## src/rtl/cpu_irq_timer_pkg.sv

```systemverilog
package cpu_irq_timer_pkg;
  localparam int unsigned IDX_W   = 4;
  localparam logic [IDX_W-1:0] IDX_CTRL = 4'hA;
  localparam logic [IDX_W-1:0] IDX_LO   = 4'hB;
  localparam logic [IDX_W-1:0] IDX_HI   = 4'hC;
  localparam int unsigned EN_BIT  = 0;
endpackage

```

## src/rtl/cit_wr_decode.sv

```systemverilog
module cit_wr_decode
  import cpu_irq_timer_pkg::*;
(
  input  logic             wr_en_i,
  input  logic [IDX_W-1:0] idx_i,
  output logic             ctrl_wr_o,
  output logic             lo_wr_o,
  output logic             hi_wr_o
);
  always_comb begin
    ctrl_wr_o = wr_en_i && (idx_i == IDX_CTRL);
    lo_wr_o   = wr_en_i && (idx_i == IDX_LO);
    hi_wr_o   = wr_en_i && (idx_i == IDX_HI);
  end
endmodule

```

## src/rtl/cit_reload_latch.sv

```systemverilog
module cit_reload_latch #(
  parameter int unsigned DATA_W = 8,
  localparam int unsigned CNT_W = 2 * DATA_W
) (
  input  logic              clk_i,
  input  logic              rst_ni,
  input  logic              lo_wr_i,
  input  logic              hi_wr_i,
  input  logic [DATA_W-1:0] data_i,
  output logic [CNT_W-1:0]  latch_o
);
  logic [DATA_W-1:0] lo_q, hi_q;

  always_ff @(posedge clk_i or negedge rst_ni) begin
    if (!rst_ni) begin
      lo_q <= '0;
      hi_q <= '0;
    end else begin
      if (lo_wr_i) lo_q <= data_i;
      if (hi_wr_i) hi_q <= data_i;
    end
  end

  assign latch_o = {hi_q, lo_q};

  assert_latch_idle_R9: assert property (@(posedge clk_i) disable iff (!rst_ni)
    !(lo_wr_i || hi_wr_i) |=> $stable(latch_o));
  assert_lo_byte_R2: assert property (@(posedge clk_i) disable iff (!rst_ni)
    lo_wr_i |=> latch_o[DATA_W-1:0] == $past(data_i));
endmodule

```

## src/rtl/cit_down_counter.sv

```systemverilog
module cit_down_counter #(
  parameter int unsigned CNT_W = 16
) (
  input  logic             clk_i,
  input  logic             rst_ni,
  input  logic             ctrl_wr_i,
  input  logic             en_bit_i,
  input  logic [CNT_W-1:0] latch_i,
  output logic             run_o,
  output logic             zero_o
);
  logic [CNT_W-1:0] cnt_q;
  logic             run_q;

  // wraps to all-ones past zero
  always_ff @(posedge clk_i or negedge rst_ni) begin
    if (!rst_ni) begin
      cnt_q <= '0;
      run_q <= 1'b0;
    end else if (ctrl_wr_i) begin
      cnt_q <= latch_i;
      run_q <= en_bit_i;
    end else if (run_q) begin
      cnt_q <= cnt_q - 1'b1;
    end
  end

  assign run_o  = run_q;
  assign zero_o = (cnt_q == '0);

  assert_reload_R2: assert property (@(posedge clk_i) disable iff (!rst_ni)
    ctrl_wr_i |=> cnt_q == $past(latch_i));
  assert_decrement_R6: assert property (@(posedge clk_i) disable iff (!rst_ni)
    (run_q && !ctrl_wr_i) |=> cnt_q == $past(cnt_q) - 1'b1);
  assert_hold_stopped_R4: assert property (@(posedge clk_i) disable iff (!rst_ni)
    (!run_q && !ctrl_wr_i) |=> $stable(cnt_q));
endmodule

```

## src/rtl/cit_irq_flag.sv

```systemverilog
module cit_irq_flag (
  input  logic clk_i,
  input  logic rst_ni,
  input  logic ctrl_wr_i,
  input  logic en_bit_i,
  input  logic run_i,
  input  logic zero_i,
  output logic irq_o
);
  logic irq_q;

  // zero_i is the pre-reload count on a control write
  always_ff @(posedge clk_i or negedge rst_ni) begin
    if (!rst_ni)               irq_q <= 1'b0;
    else if (ctrl_wr_i)        irq_q <= en_bit_i && zero_i;
    else if (run_i && zero_i)  irq_q <= 1'b1;
  end

  assign irq_o = irq_q;

  assert_ack_clears_R5: assert property (@(posedge clk_i) disable iff (!rst_ni)
    (ctrl_wr_i && !(en_bit_i && zero_i)) |=> !irq_q);
  assert_immediate_R7: assert property (@(posedge clk_i) disable iff (!rst_ni)
    (ctrl_wr_i && en_bit_i && zero_i) |=> irq_q);
  assert_sticky_R8: assert property (@(posedge clk_i) disable iff (!rst_ni)
    (irq_q && !ctrl_wr_i) |=> irq_q);
  assert_fire_R6: assert property (@(posedge clk_i) disable iff (!rst_ni)
    (run_i && zero_i && !ctrl_wr_i) |=> irq_q);
  assert_quiet_stopped_R4: assert property (@(posedge clk_i) disable iff (!rst_ni)
    (!irq_q && !run_i && !ctrl_wr_i) |=> !irq_q);
endmodule

```

## src/rtl/cpu_irq_timer.sv

```systemverilog
module cpu_irq_timer
  import cpu_irq_timer_pkg::*;
#(
  parameter int unsigned DATA_W = 8,
  localparam int unsigned CNT_W = 2 * DATA_W
) (
  input  logic              clk_i,
  input  logic              rst_ni,
  input  logic              wr_en_i,
  input  logic [IDX_W-1:0]  reg_idx_i,
  input  logic [DATA_W-1:0] wr_data_i,
  output logic              irq_o
);
  logic             ctrl_wr, lo_wr, hi_wr;
  logic [CNT_W-1:0] latch;
  logic             run, zero;
  logic             en_bit;

  assign en_bit = wr_data_i[EN_BIT];

  cit_wr_decode u_dec (
    .wr_en_i   (wr_en_i),
    .idx_i     (reg_idx_i),
    .ctrl_wr_o (ctrl_wr),
    .lo_wr_o   (lo_wr),
    .hi_wr_o   (hi_wr)
  );

  cit_reload_latch #(.DATA_W(DATA_W)) u_latch (
    .clk_i   (clk_i),
    .rst_ni  (rst_ni),
    .lo_wr_i (lo_wr),
    .hi_wr_i (hi_wr),
    .data_i  (wr_data_i),
    .latch_o (latch)
  );

  cit_down_counter #(.CNT_W(CNT_W)) u_cnt (
    .clk_i     (clk_i),
    .rst_ni    (rst_ni),
    .ctrl_wr_i (ctrl_wr),
    .en_bit_i  (en_bit),
    .latch_i   (latch),
    .run_o     (run),
    .zero_o    (zero)
  );

  cit_irq_flag u_irq (
    .clk_i     (clk_i),
    .rst_ni    (rst_ni),
    .ctrl_wr_i (ctrl_wr),
    .en_bit_i  (en_bit),
    .run_i     (run),
    .zero_i    (zero),
    .irq_o     (irq_o)
  );

  assert_one_target_R9: assert property (@(posedge clk_i) disable iff (!rst_ni)
    $onehot0({ctrl_wr, lo_wr, hi_wr}));
endmodule

```

## config.mk

```make
export PLATFORM = sky130hd
export DESIGN_NAME = cpu_irq_timer
export DESIGN_NICKNAME = d
export VERILOG_FILES = /design/src/rtl/cpu_irq_timer_pkg.sv /design/src/rtl/cit_wr_decode.sv /design/src/rtl/cit_reload_latch.sv /design/src/rtl/cit_down_counter.sv /design/src/rtl/cit_irq_flag.sv /design/src/rtl/cpu_irq_timer.sv
export SDC_FILE = /design/constraint.sdc
export NUM_CORES = 1
export LEC_CHECK = 0
export CELL_PAD_IN_SITES_DETAIL_PLACEMENT = 1
export CELL_PAD_IN_SITES_GLOBAL_PLACEMENT = 2
export CORE_ASPECT_RATIO = 0.75
export CORE_MARGIN = 2
export CORE_UTILIZATION = 41
export CTS_CLUSTER_DIAMETER = 120
export DETAILED_ROUTE_END_ITERATION = 12
export GPL_TIMING_DRIVEN = 0
export PLACE_DENSITY = 0.81
export SYNTH_ARGS = -nofsm -noshare
export SYNTH_HDL_FRONTEND = slang
export SYNTH_HIERARCHICAL = 1
export SYNTH_SLANG_ARGS = --single-unit
```

## constraint.sdc

```tcl
create_clock -name clk_i -period 2.56 [get_ports clk_i]
set_clock_uncertainty 0.15 [all_clocks]
set_input_delay 0.512 -clock clk_i [delete_from_list [all_inputs] [get_ports clk_i]]
set_output_delay 0.512 -clock clk_i [all_outputs]
set_load 0.005 [all_outputs]
```

==> reports/metrics.cfg, run 1 <==
[timing]
setup_viol = 0
worst_pin_slew_ns = 0.7671
fin_crit_ns = 2.345
min_period_over_period = 0.9160
fmax_ghz = 0.4264
relSlewSlack = 0.4886
tns_ns = 0
finalHoldViolCount = 0
slew_viol_final = 0
rsz0062_at_grt = no

[clocking]
cts_max_level = 2
clock_path_buffers = 2
cts.sinks = 34
clk_pin_slew_worst_paths_ns = 0.07
insertion_delay_ns = 0.29
tritoncts = yes
clk_root_buffer_cell = clkbuf_8
ctsHoldBuffers = 0
cts_buffers = 5

[power]
irDropWorstVdd_mv = 0.3735
p_leak_nw = 0.8140
p_per_area_nw_per_um2 = 908.2

[detailed_routing]
dr.pass1.iters = 4
vias = 1160
wl_um = 3904
drc = 0
post_drt_wl_per_cell_um = 17.67
drt.antenna.violating_nets = 0
drt_iter0_drc = 38
viasPerCell = 5.249

[setup_path]
start_kind = input port
critPathMaxStageDelay_ns = 0.51
crit_chain = clkdlybuf4s50_1 > nor4b_4 > clkbuf_1 > mux2_2
crit_slowest_cell = clkdlybuf4s50_1
path_max_fanout = 10
cp.required_ns = 2.59
timing_worst_setup_path_type = input port to flip-flop
crit_cells = 4
rr_worst_depth = 6
critPathBufInv = 2
cp-end-kind = flip-flop
cp_top_family = buffers and inverters
cp.arrival_ns = 2.37

[place]
globalplace.congestion = 0.7177
dpl.hpwl_um = 2765
dpl_cell_area_um2 = 1933
portBuffers = 15

[yosys]
syn_area_um2 = 1719
synthDominantCellAreaShare = 0.4949
synthTopCellsByArea = dfrtp_1, mux2_4, xor2_1, nand2_1, o21ai_0
avgSynthCellArea_um2 = 12.02
ys_types = 30
syn-num-nets = 159
yosysTopAreaCell = dfrtp_1
seq_area_frac_synth = 0.4949
syn_inst = 143
synth_warnings = 6
synth_seq_cells = 34

[floorplanning]
row_count = 20
die_h_um = 60.08
num_io_pins = 16
die_w_um = 78.77
dieArea_um2 = 4733
core_um2 = 4029
start_util = 0.4267

[global_route]
grt_pass1_wl_um = 6541
grt.total_usage = 0.1949
grt_max_degree = 35
grt_pass1_vias = 1246
antenna_found_initial = 0
overflow = 0

[final_layout]
drive_above_1_share = 0.2289
num_antenna_cells = 0
final_cell_mix = dfrtp_1, nand2_1, mux2_4, clkdlybuf4s50_1
utilization = 0.5062
fin_nets = 181
fillers = 432
layout.cells.most_common = dfrtp_1
stdcell_area_um2 = 2039
synthToLayoutAreaGrowth_pct = 18.63

[flow_run]
drv_cap = 0

[min_path]
hold_path_class = input port to async pin

[outcome]
outcome = finished clean

-- Yosys cell counts, drive strengths merged --
cell type and number:
o22ai 1, nor2b 2, nand4 3, xnor2 5, or4 1, clkbuf 3, nand3b 2, o21ai 14
nor2 6, dfrtp 34, nor3b 1, mux2i 1, nand4b 2, ha 1, and4bb 2, nor3 3
buf 2, nor4b 3, mux2 20, nand3 4, xor2 9, nand2 18, nor4 2, inv 4
-- kinds of logic (layout without fill, tap and decap cells) --
kind of cell / count (synthesis) / after routing / share of synthesized area
AND/OR/NAND/NOR: 49 / 49 / 0.1819
flip-flops: 34 / 34 / 0.4949
multiplexers: 21 / 21 / 0.1718
AO/OA/AOI/OAI: 15 / 15 / 0.04439
XOR/XNOR: 14 / 14 / 0.07133
buffers and inverters: 9 / 32 / 0.02838
adder cells (fa/ha/maj): 1 / 1 / 0.007277
-- sequential cells by signal, indices dropped and copies added (netlist names) --
| signal | count |
|---|---|
| u_cnt/cnt_q | 16 |
| u_latch/hi_q | 8 |
| u_latch/lo_q | 8 |
| u_cnt/run_o | 1 |
| u_irq/irq_o | 1 |
-- layer usage --
metal | routed length (µm) | vias to the layer above | global-route usage
met3 | 120 | 5 | 0.06344
met5 | 0 | - | 0
met4 | 59 | 0 | 0.07519
met1 | 1905 | 594 | 0.2620
li1 | - | 547 | -
met2 | 1820 | 14 | 0.2955
-- cell type report --
cell class | count | area (µm²) | share of cell area
Sequential cell | 34 | 850.8 | 0.4172
Multi-Input combinational cell | 100 | 834.6 | 0.4092
Timing Repair Buffer | 15 | 145.1 | 0.07117
Clock buffer | 7 | 86.33 | 0.04233
Tap cell | 55 | 68.82 | 0.03374
Buffer | 5 | 33.78 | 0.01656
Inverter | 4 | 15.01 | 0.007362
Clock inverter | 1 | 5.005 | 0.002454
-- report_power, final --
group	switching, mW	leakage, nW	total [mW]	internal [mW]
clock	0.192	0.0482	0.409	0.217
combinational	0.224	0.348	0.512	0.288
sequential	0.212	0.418	0.931	0.719
total	0.629	0.814	1.85	1.22
-- through the flow --
stage	power [mW]	hold WS, ns	setup slack (ns)	instances
CTS	1.872	0.1518	0.04309	221
global route	1.978	0.1812	0.06215	221
finish	1.852	0.1389	0.2150	221
detailed placement	1.442	0.3239	-0.6393	213
global placement	1.401	0.3200	-0.5442	213
floorplan	1.268	0.06641	0.3293	143
-- timing repair --
action                     in CTS  in global routing
setup buffers                   0                  0
resized for setup               1                  1
setup endpoints to repair      17                  3
hold endpoints to repair        0                  0
-- worst paths after layout --
check / from / end / slack (ns)
worst max register to register: u_cnt/cnt_q[0] / u_cnt/cnt_q[14] / 0.63
max in group asynchronous: rst_ni / u_cnt/cnt_q[8] / 1.63
worst min register to register: u_latch/lo_q[3] / u_cnt/cnt_q[3] / 0.35
min in group clk_i: u_latch/lo_q[3] / u_cnt/cnt_q[3] / 0.35
worst min-delay path: rst_ni / u_latch/hi_q[7] / 0.14
worst max-delay path: reg_idx_i[0] / u_cnt/cnt_q[14] / 0.22
Note: power is estimated with default switching activity, not from simulation.
==> inputs of run 2 (changes only) <==
- CAP_MARGIN: not set -> 25
- CTS_CLUSTER_SIZE: not set -> 25
==> run 2 against run 1 <==
Sequential power about the same. Routed wire length fell by 1.5%. Setup slack improved by 0.0016 ns. Die area is the same. Count of clock-buffer cells in the layout stayed put. Global-route usage is 0.62 points lower. Maximum frequency hardly changed. Sequential cell count unchanged. Non-clock buffer count increased by 1. First-iteration DRC count unchanged. Combinational power fell by 1%.
==> reports/metrics.cfg, run 2 (synthesis gave the netlist of run 1 again) <==
[min_path]
hold_path_class = input port to async pin

[floorplanning]
start_util = 0.4267
num_io_pins = 16
die_h_um = 60.08
dieArea_um2 = 4733
die_w_um = 78.77
row_count = 20
core_um2 = 4029

[final_layout]
drive_above_1_share = 0.2335
layout.cells.most_common = dfrtp_1
final_cell_mix = dfrtp_1, nand2_1, mux2_4, clkdlybuf4s50_1
reg_top3 = u_cnt/cnt_q (16), u_latch/hi_q (8), u_latch/lo_q (8)
num_antenna_cells = 0
final_cells = 222
largest-register = u_cnt/cnt_q
fillers = 439
synthToLayoutAreaGrowth_pct = 18.12
stdcell_area_um2 = 2031
fin_nets = 182
largest_register_ff_count = 16

[global_route]
grt_pass1_wl_um = 6361
grt.total_usage = 0.1887
grt_pass1_vias = 1254
overflow = 0
antenna_found_initial = 0
grt_max_degree = 35

[setup_path]
cp.required_ns = 2.54
cp.arrival_ns = 2.33
critPathMaxStageDelay_ns = 0.46
critPathBufInv = 3
rr_worst_depth = 6
crit_chain = clkdlybuf4s50_1 > nand2_1 > nor4b_1 > buf_2 > clkbuf_1 > o21ai_0
r2r_setup_slack_ns = 0.64
path_max_fanout = 10
start_kind = input port
cp-end-kind = flip-flop
crit_slowest_cell = clkdlybuf4s50_1
cp_top_family = buffers and inverters
crit_cells = 6
timing_worst_setup_path_type = input port to flip-flop

[power]
total_power_mw = 1.838
p_leak_nw = 0.8160
p_per_area_nw_per_um2 = 904.9
irDropWorstVdd_mv = 0.3494

[place]
dp.cells = 214
globalplace.congestion = 0.7177
dpl_cell_area_um2 = 1938
portBuffers = 15
dpl.hpwl_um = 2786

[detailed_routing]
wl_um = 3846
drc = 0
viasPerCell = 5.221
drt.antenna.violating_nets = 0
drt_iter0_drc = 38
dr.pass1.iters = 4
post_drt_wl_per_cell_um = 17.32
vias = 1159

[flow_run]
drv_cap = 0

[timing]
whs_ns = 0.1391
worst_pin_slew_ns = 0.7525
relSlewSlack = 0.4984
slew_viol_final = 0
setup_viol = 0
finalHoldViolCount = 0
rsz0062_at_grt = no
min_period_over_period = 0.9154
fin_crit_ns = 2.343
tns_ns = 0
fmax_ghz = 0.4267

[clocking]
clk_root_buffer_cell = clkbuf_8
clock_path_buffers = 2
cts.sinks = 34
clk_pin_slew_worst_paths_ns = 0.07
cts_max_level = 2
tritoncts = yes
insertion_delay_ns = 0.28
ctsHoldBuffers = 0
cts_buffers = 5

[outcome]
outcome = finished clean

==> run 2: worst paths after layout <==
path / end / from
max in group asynchronous: u_cnt/cnt_q[9] / rst_ni
worst min-delay path: u_latch/hi_q[7] / rst_ni
worst max register to register: u_cnt/cnt_q[14] / u_cnt/cnt_q[0]
min in group clk_i: u_cnt/cnt_q[4] / u_latch/lo_q[4]
worst min register to register: u_cnt/cnt_q[4] / u_latch/lo_q[4]
worst max-delay path: u_cnt/cnt_q[2] / reg_idx_i[3]
==> run 2: where the power goes <==
part	total (mW)	internal, mW	leakage (nW)	switching (mW)
registers	0.928	0.719	0.418	0.209
logic	0.507	0.286	0.350	0.221
clock network	0.402	0.217	0.0482	0.185
==> run 2: per-layer routing <==
layer	wire, µm	track usage	share of wire
met4	82	0.08521	0.021
met1	1870	0.2457	0.49
met3	85	0.06042	0.022
met5	0	0	0
met2	1807	0.2906	0.47
==> run 2: area by class of cell <==
class,count,area (µm²),area share
Sequential cell,34,850.8,0.4190
Clock inverter,1,5.005,0.002465
Clock buffer,7,86.33,0.04251
Inverter,4,15.01,0.007394
Multi-Input combinational cell,100,819.5,0.4036
Timing Repair Buffer,16,150.1,0.07394
Buffer,5,35.03,0.01725
Tap cell,55,68.82,0.03389
==> run 2: stage by stage <==
| step | setup slack (ns) | util |
|---|---|---|
| 2_1_floorplan | 0.3293 | - |
| 3_3_place_gp | -0.5442 | 0.4811 |
| 3_5_place_dp | -0.2361 | 0.4811 |
| 4_1_cts | 0.05755 | 0.5037 |
| 5_1_grt | 0.05370 | 0.5040 |
| 6_report | 0.2166 | 0.5040 |
==> run 2: timing repair <==
| item | CTS | global route |
|---|---|---|
| setup buffers | 0 | 0 |
| setup endpoints to repair | 0 | 3 |
| resized for setup | 0 | 2 |
==> run 2: worst reg2reg max path, cell delays in order (launching register included) <==
cell,delay [ns]
dfrtp_1,0.45
inv_1,0.09
ha_1,0.21
and4bb_2,0.34
nand4_1,0.14
xnor2_1,0.17
mux2_2,0.25
